`config.mk`:
```
export PLATFORM = sky130hd
export DESIGN_NAME = i2cm_bus_monitor
export DESIGN_NICKNAME = d
export VERILOG_FILES = /design/src/rtl/i2cm_pkg.sv /design/src/rtl/i2cm_line_sync.sv /design/src/rtl/i2cm_cond_detect.sv /design/src/rtl/i2cm_busy_track.sv /design/src/rtl/i2cm_ctrl_regs.sv /design/src/rtl/i2cm_bus_monitor.sv
export SDC_FILE = /design/constraint.sdc
export NUM_CORES = 1
export LEC_CHECK = 0
export BUFFER_PORTS_ARGS = -buffer_cell sky130_fd_sc_hd__buf_2
export CORE_UTILIZATION = 47
export CTS_BUF_LIST = sky130_fd_sc_hd__clkbuf_2 sky130_fd_sc_hd__clkbuf_4 sky130_fd_sc_hd__clkbuf_8
export DETAILED_ROUTE_END_ITERATION = 8
export PLACE_DENSITY = 0.95
export SYNTH_ARGS = -nofsm -noshare
export SYNTH_HDL_FRONTEND = slang
export SYNTH_HIERARCHICAL = 1
export SYNTH_SLANG_ARGS = --single-unit
```
`constraint.sdc`:
```
create_clock -name clk -period 1.9 [get_ports clk]
set_input_delay 0.19 -clock clk [delete_from_list [all_inputs] [get_ports clk]]
set_output_delay 0.19 -clock clk [all_outputs]
set_load 0.02 [all_outputs]
```
`src/rtl/i2cm_pkg.sv`:
```
package i2cm_pkg;
  localparam int unsigned BAUD_W = 3;
  localparam int unsigned REG_W  = 5 + BAUD_W;

  typedef struct packed {
    logic              alif;
    logic              nakif;
    logic              busy;
    logic              mast;
    logic              dir;
    logic [BAUD_W-1:0] baud;
  } ctl_word_t;
endpackage

```
`src/rtl/i2cm_line_sync.sv`:
```
module i2cm_line_sync #(
  parameter int unsigned W      = 2,
  parameter int unsigned STAGES = 2,
  parameter logic [W-1:0] RST_VAL = '1
) (
  input  logic         clk,
  input  logic         rst_n,
  input  logic [W-1:0] din,
  output logic [W-1:0] dout
);
  logic [W-1:0] stg [STAGES];

  always_ff @(posedge clk or negedge rst_n) begin
    if (!rst_n) stg[0] <= RST_VAL;
    else        stg[0] <= din;
  end

  for (genvar s = 1; s < STAGES; s++) begin : g_stage
    always_ff @(posedge clk or negedge rst_n) begin
      if (!rst_n) stg[s] <= RST_VAL;
      else        stg[s] <= stg[s-1];
    end
  end

  assign dout = stg[STAGES-1];
endmodule

```
`src/rtl/i2cm_cond_detect.sv`:
```
module i2cm_cond_detect (
  input  logic clk,
  input  logic rst_n,
  input  logic scl_s,
  input  logic sda_s,
  output logic start_o,
  output logic stop_o
);
  logic scl_d, sda_d;

  always_ff @(posedge clk or negedge rst_n) begin
    if (!rst_n) begin
      scl_d <= 1'b1;
      sda_d <= 1'b1;
    end else begin
      scl_d <= scl_s;
      sda_d <= sda_s;
    end
  end

  // A condition needs SCL high on both samples, so an SDA edge while SCL moves is data.
  logic scl_held;
  assign scl_held = scl_s & scl_d;
  assign start_o  = scl_held &  sda_d & ~sda_s;
  assign stop_o   = scl_held & ~sda_d &  sda_s;
endmodule

```
`src/rtl/i2cm_busy_track.sv`:
```
module i2cm_busy_track (
  input  logic clk,
  input  logic rst_n,
  input  logic enable,
  input  logic start_i,
  input  logic stop_i,
  output logic busy_o
);
  logic busy_q, busy_n;

  always_comb begin
    busy_n = busy_q;
    if (!enable)      busy_n = 1'b0;
    else if (start_i) busy_n = 1'b1;
    else if (stop_i)  busy_n = 1'b0;
  end

  always_ff @(posedge clk or negedge rst_n) begin
    if (!rst_n) busy_q <= 1'b0;
    else        busy_q <= busy_n;
  end

  assign busy_o = busy_q;

  AST_BUSY_ON_START: assert property (@(posedge clk) disable iff (!rst_n)
    enable && start_i |=> busy_o);
  AST_BUSY_OFF_STOP: assert property (@(posedge clk) disable iff (!rst_n)
    stop_i && !start_i |=> !busy_o);
  AST_BUSY_OFF_DISABLED: assert property (@(posedge clk) disable iff (!rst_n)
    !enable |=> !busy_o);
  AST_BUSY_HOLD_QUIET: assert property (@(posedge clk) disable iff (!rst_n)
    enable && !start_i && !stop_i |=> $stable(busy_o));
endmodule

```
`src/rtl/i2cm_ctrl_regs.sv`:
```
module i2cm_ctrl_regs
  import i2cm_pkg::*;
(
  input  logic              clk,
  input  logic              rst_n,
  input  logic              wr_en,
  input  logic              wr_alif,
  input  logic              wr_nakif,
  input  logic              wr_mast,
  input  logic              wr_dir,
  input  logic [BAUD_W-1:0] wr_baud,
  input  logic              busy_i,
  input  logic              sda_s,
  input  logic              arb_check,
  input  logic              drive_bit,
  input  logic              ack_valid,
  input  logic              ack_nak,
  input  logic              irq_en,
  output logic              alif_o,
  output logic              nakif_o,
  output logic              mast_o,
  output logic              dir_o,
  output logic [BAUD_W-1:0] baud_o,
  output logic              release_o,
  output logic              irq_o
);
  logic              alif_q, nakif_q, mast_q, dir_q, rel_q;
  logic [BAUD_W-1:0] baud_q;
  logic              alif_n, nakif_n, mast_n;

  logic line_loss, nak_hit, mast_req, mast_reject;
  assign line_loss   = mast_q & arb_check & drive_bit & ~sda_s;
  assign nak_hit     = mast_q & ack_valid & ack_nak;
  assign mast_req    = wr_en & wr_mast & ~mast_q;
  assign mast_reject = mast_req & busy_i;

  always_comb begin
    alif_n = alif_q;
    if (line_loss | mast_reject)  alif_n = 1'b1;
    else if (wr_en && !wr_alif)   alif_n = 1'b0;

    nakif_n = nakif_q;
    if (nak_hit)                  nakif_n = 1'b1;
    else if (wr_en && !wr_nakif)  nakif_n = 1'b0;

    mast_n = mast_q;
    if (line_loss | nak_hit)      mast_n = 1'b0;
    else if (wr_en)               mast_n = wr_mast & (mast_q | ~busy_i);
  end

  always_ff @(posedge clk or negedge rst_n) begin
    if (!rst_n) begin
      alif_q  <= 1'b0;
      nakif_q <= 1'b0;
      mast_q  <= 1'b0;
      dir_q   <= 1'b0;
      baud_q  <= '0;
      rel_q   <= 1'b0;
    end else begin
      alif_q  <= alif_n;
      nakif_q <= nakif_n;
      mast_q  <= mast_n;
      rel_q   <= line_loss;
      if (wr_en) begin
        dir_q  <= wr_dir;
        baud_q <= wr_baud;
      end
    end
  end

  assign alif_o    = alif_q;
  assign nakif_o   = nakif_q;
  assign mast_o    = mast_q;
  assign dir_o     = dir_q;
  assign baud_o    = baud_q;
  assign release_o = rel_q;
  assign irq_o     = irq_en & (alif_q | nakif_q);

  AST_LINE_LOSS_DROPS: assert property (@(posedge clk) disable iff (!rst_n)
    line_loss |=> alif_o && !mast_o && release_o);
  AST_RELEASE_ONE_CYCLE: assert property (@(posedge clk) disable iff (!rst_n)
    release_o |=> !release_o);
  AST_REJECT_BUSY: assert property (@(posedge clk) disable iff (!rst_n)
    mast_reject |=> alif_o && !mast_o);
  AST_NAK_DROPS_MASTER: assert property (@(posedge clk) disable iff (!rst_n)
    nak_hit |=> nakif_o && !mast_o);
  AST_NAK_IDLE_IGNORED: assert property (@(posedge clk) disable iff (!rst_n)
    !mast_o && !nakif_o |=> !nakif_o);
  AST_W1_NO_SET: assert property (@(posedge clk) disable iff (!rst_n)
    !alif_o && !line_loss && !mast_reject |=> !alif_o);
  AST_W0_CLEARS: assert property (@(posedge clk) disable iff (!rst_n)
    wr_en && !wr_nakif && !nak_hit |=> !nakif_o);
endmodule

```
`src/rtl/i2cm_bus_monitor.sv`:
```
module i2cm_bus_monitor
  import i2cm_pkg::*;
#(
  parameter int unsigned SYNC_STAGES = 2
) (
  input  logic              clk,
  input  logic              rst_n,
  input  logic              enable,
  input  logic              irq_en,
  input  logic              scl_in,
  input  logic              sda_in,
  input  logic              reg_wr,
  input  logic [REG_W-1:0]  reg_wdata,
  output logic [REG_W-1:0]  reg_rdata,
  input  logic              arb_check,
  input  logic              drive_bit,
  input  logic              ack_valid,
  input  logic              ack_nak,
  output logic              irq,
  output logic              master_mode,
  output logic              dir_rx,
  output logic [BAUD_W-1:0] baud_sel,
  output logic              sda_release,
  output logic              bus_busy,
  output logic              start_seen,
  output logic              stop_seen
);
  logic [1:0] lines_s;
  logic       scl_s, sda_s;

  i2cm_line_sync #(.W(2), .STAGES(SYNC_STAGES), .RST_VAL(2'b11)) u_sync (
    .clk (clk), .rst_n (rst_n), .din ({scl_in, sda_in}), .dout (lines_s)
  );
  assign scl_s = lines_s[1];
  assign sda_s = lines_s[0];

  i2cm_cond_detect u_cond (
    .clk (clk), .rst_n (rst_n), .scl_s (scl_s), .sda_s (sda_s),
    .start_o (start_seen), .stop_o (stop_seen)
  );

  i2cm_busy_track u_busy (
    .clk (clk), .rst_n (rst_n), .enable (enable),
    .start_i (start_seen), .stop_i (stop_seen), .busy_o (bus_busy)
  );

  ctl_word_t wr_word, rd_word;
  assign wr_word = ctl_word_t'(reg_wdata);

  logic alif, nakif;

  i2cm_ctrl_regs u_regs (
    .clk (clk), .rst_n (rst_n), .wr_en (reg_wr),
    .wr_alif (wr_word.alif), .wr_nakif (wr_word.nakif), .wr_mast (wr_word.mast),
    .wr_dir (wr_word.dir), .wr_baud (wr_word.baud),
    .busy_i (bus_busy), .sda_s (sda_s),
    .arb_check (arb_check), .drive_bit (drive_bit),
    .ack_valid (ack_valid), .ack_nak (ack_nak), .irq_en (irq_en),
    .alif_o (alif), .nakif_o (nakif), .mast_o (master_mode),
    .dir_o (dir_rx), .baud_o (baud_sel), .release_o (sda_release), .irq_o (irq)
  );

  always_comb begin
    rd_word.alif  = alif;
    rd_word.nakif = nakif;
    rd_word.busy  = bus_busy;
    rd_word.mast  = master_mode;
    rd_word.dir   = dir_rx;
    rd_word.baud  = baud_sel;
  end
  assign reg_rdata = rd_word;

  AST_BUSY_READ_ONLY: assert property (@(posedge clk) disable iff (!rst_n)
    reg_wr && wr_word.busy && !bus_busy && !start_seen |=> !bus_busy);
  AST_PLAIN_BITS: assert property (@(posedge clk) disable iff (!rst_n)
    reg_wr |=> dir_rx == $past(wr_word.dir) && baud_sel == $past(wr_word.baud));
endmodule

```
==> impl_results.md <==
* Layout cell share with drive strength beyond 1 at roughly 64%
* Worst IR Drop VDD at approximately 0.48 mV
* Worst-path fanout max at 4
* Total grt overflow at 0
* Worst Path Arrival at approximately 1.3 ns
* Clock sinks at 15
* Critical path class: flip-flop to primary output
* Simple-gate share of the synthesized area at 14.7%
* CTS tree: done
* R2R Setup Slk at about 0.8 ns
* Cell count after synthesis at 47
* Adder-cell share of the synthesized area at 0%
* # IOs at 37
* Post-Route WL at 1260 µm
* Async set or reset register ratio after synthesis at between 90% and 100%
* Area growth syn-to-layout at 25.4%
* Root Driver: clkbuf_4
* Synthesis-stage register bit count at 15
* Total nets after synthesis at 66
* Vias after detailed routing at 460
* Setup bufs post-CTS at 0
* Worst-margin pin slew at approximately 0.32 ns
* RSZ-0062 raised after global routing: false
* Pins Over Slew Limit at 0
* Drt wl/cell at roughly 14 µm
* # nets final at 98
* PwrDens at approximately 860 nW/µm²
* CTS resizes at 0
* WP data required at 1.71 ns
* Dominant synthesized flop cell: dfrtp_1
* Initial antenna violation count at 0
* Final Hold Violating Endpoints at 0
* Post-synthesis compound-gate area fraction at 5.62%
* Total negative setup slack at 0 ns
* Type of origin of the critical path: flip-flop
* First DRT Iteration DRCs at 3
* Tcrit/Tclk final at between 70 and 80%
* Hold/Removal Path Class: input pin to flip-flop
* Slew headroom at 78.8%
* # fillers at 91
* # diodes at 0
* Global-route usage over all layers at between 20% and 30%
* Drc violations at 0
* H-tree Lvls at 1
* Most frequent cell after synthesis: buf_4
* First-pass GRT wire length at a little under 2000 µm
* Number of synthesized flops with an enable pin at 0
* Largest family of logic cells by synthesized area: simple AND/OR/NAND/NOR gates
* Hold buffer count at CTS at 3
* ANT nets after route at 0
* Synth top cells by count: buf_4 (10), dfrtp_1 (9), dfstp_2 (6)
* Buffers on Ports at 35
* Total power at roughly 0.0007 W
* Chip height at around 39 µm
* Worst skew pair latency at around 0.27 ns
* Fmax at 0.682 GHz
* DR vias/cell at approximately 5.0
* Max-cap violations at 0
* Die area at 1530 µm²
* DRT Pass-1 Iters at 2
* Core footprint at between 1000 and 1500 µm²
* Vias in the first global route at 470
* Leakage at ~0.43 nW
* Pin count of the biggest net entering global routing at 16
* Syn avg cell area at between 10 and 15 µm²
* YS warnings at 6
* Tmin final at about 1.5 ns
* Ranking of synthesized cells by area: dfrtp_1 (35%), dfstp_2 (24%), buf_4 (12%), mux2_2 (7.0%), and4b_1 (4.7%)
* Netlist cell types at 16
* Setup violations, final at 0
* Site row count at 12
* Netlist Area Pre-Place at about 650 µm²
* Post-synthesis sequential area ratio at about 60%
* Post-synthesis xor/xnor area fraction at 0%
* Post-DP HPWL at 998 µm
* Max clock buf depth at 2
* Layout Skew at between 0.004 and 0.005 ns
* Post-synth top area share at roughly a third
* Die W at around 39 µm
* Area of the multi-input gates at 176 µm²
* Register area at 383 µm²
* CP Capture Type: primary output
* CTS Buf Count at 3
* GP Congestion at between 0.6 and 0.7
* Post-synthesis mux area share at approximately 7%
* Status: complete, no violations
* Initial core utilization at a little over half
* Biggest area consumer among synthesized cells: dfrtp_1
* Clk slew on worst S/H paths at ~0.09 ns
-- cell type report --
type | count | area share (%)
multi-input cells | 21 | 21.8
repair buffers | 38 | 25.3
clock buffers | 3 | 2.78
well taps | 14 | 2.16
flip-flops and latches | 15 | 47.3
clock inverters | 1 | 0.618
-- final timing paths --
path	from	to	depth (start not counted)
min in group asynchronous	rst_n	u_busy/busy_o	2
setup / recovery	u_sync/dout[0]	stop_seen	2
max in group asynchronous	rst_n	u_sync/dout[1]	2
setup reg to reg	u_sync/dout[0]	u_busy/busy_o	3
hold / removal	enable	u_busy/busy_o	2
hold reg to reg	u_sync/stg[2]	u_sync/dout[0]	0
-- critical path: stages, from the launching register on --
cell     delay (ns)
dfstp_2        0.55
and4b_1        0.26
buf_2          0.19
-- registers in the layout, summed over array words and instances, names as in the netlist --
name / count
u_sync/stg: 2
u_cond/sda_d: 1
u_regs/baud_o: 3
u_cond/scl_d: 1
u_regs/dir_o: 1
u_regs/mast_o: 1
u_busy/busy_o: 1
u_regs/release_o: 1
u_regs/nakif_o: 1
u_regs/alif_o: 1
u_sync/dout: 2
-- routing by layer --
layer	routed length, µm	vias up	GRT usage, %
met3	84	2	3.47
li1	-	214	-
met2	707	26	40.4
met4	8	0	12.9
met1	459	218	18.4
met5	0	-	0
-- stage by stage --
stage / util, % / std cells / worst slack [ns] / hold WS (ns) / instance area [µm²]
finish: 68.2 / 92 / 0.434 / 0.130 / 810
detailed placement: 63.4 / 85 / 0.737 / 0.102 / 752
floorplan: - / 47 / 0.604 / -0.106 / 646
global placement: 63.4 / 85 / 0.742 / 0.101 / 752
CTS: 68.2 / 92 / 0.418 / 0.124 / 810
global route: 68.2 / 92 / 0.381 / 0.115 / 810
-- cells in the final DEF (no fill, tap or decap) --
master / netlist / layout
clkbuf_4: 0 / 3
nand4b_1: 1 / 1
a21oi_1: 1 / 1
nor2b_4: 1 / 1
mux2_2: 4 / 4
and4bb_1: 1 / 1
a32o_1: 1 / 1
nor2_1: 1 / 1
nand2_1: 2 / 2
dlygate4sd3_1: 0 / 3
and4b_1: 3 / 3
dfstp_2: 6 / 6
dfrtp_1: 9 / 9
nand2b_1: 3 / 3
clkinv_2: 0 / 1
buf_2: 0 / 35
o21a_1: 2 / 2
a31oi_1: 1 / 1
-- kinds of logic (layout without fill, tap and decap cells) --
logic type,after synthesis,count (layout)
flops,15,15
compound gates,5,5
simple gates,12,12
mux,4,4
buf+inv,11,42
-- power breakdown --
group | total (W) | leakage [nW] | internal, W | switching, W
combinational | 0.000153 | 0.235 | 0.0000645 | 0.0000883
clock | 0.000172 | 0.0177 | 0.0000779 | 0.0000943
sequential | 0.000373 | 0.176 | 0.000351 | 0.0000219
total | 0.000698 | 0.429 | 0.000494 | 0.000205
Power figures use the tool's default switching activity.
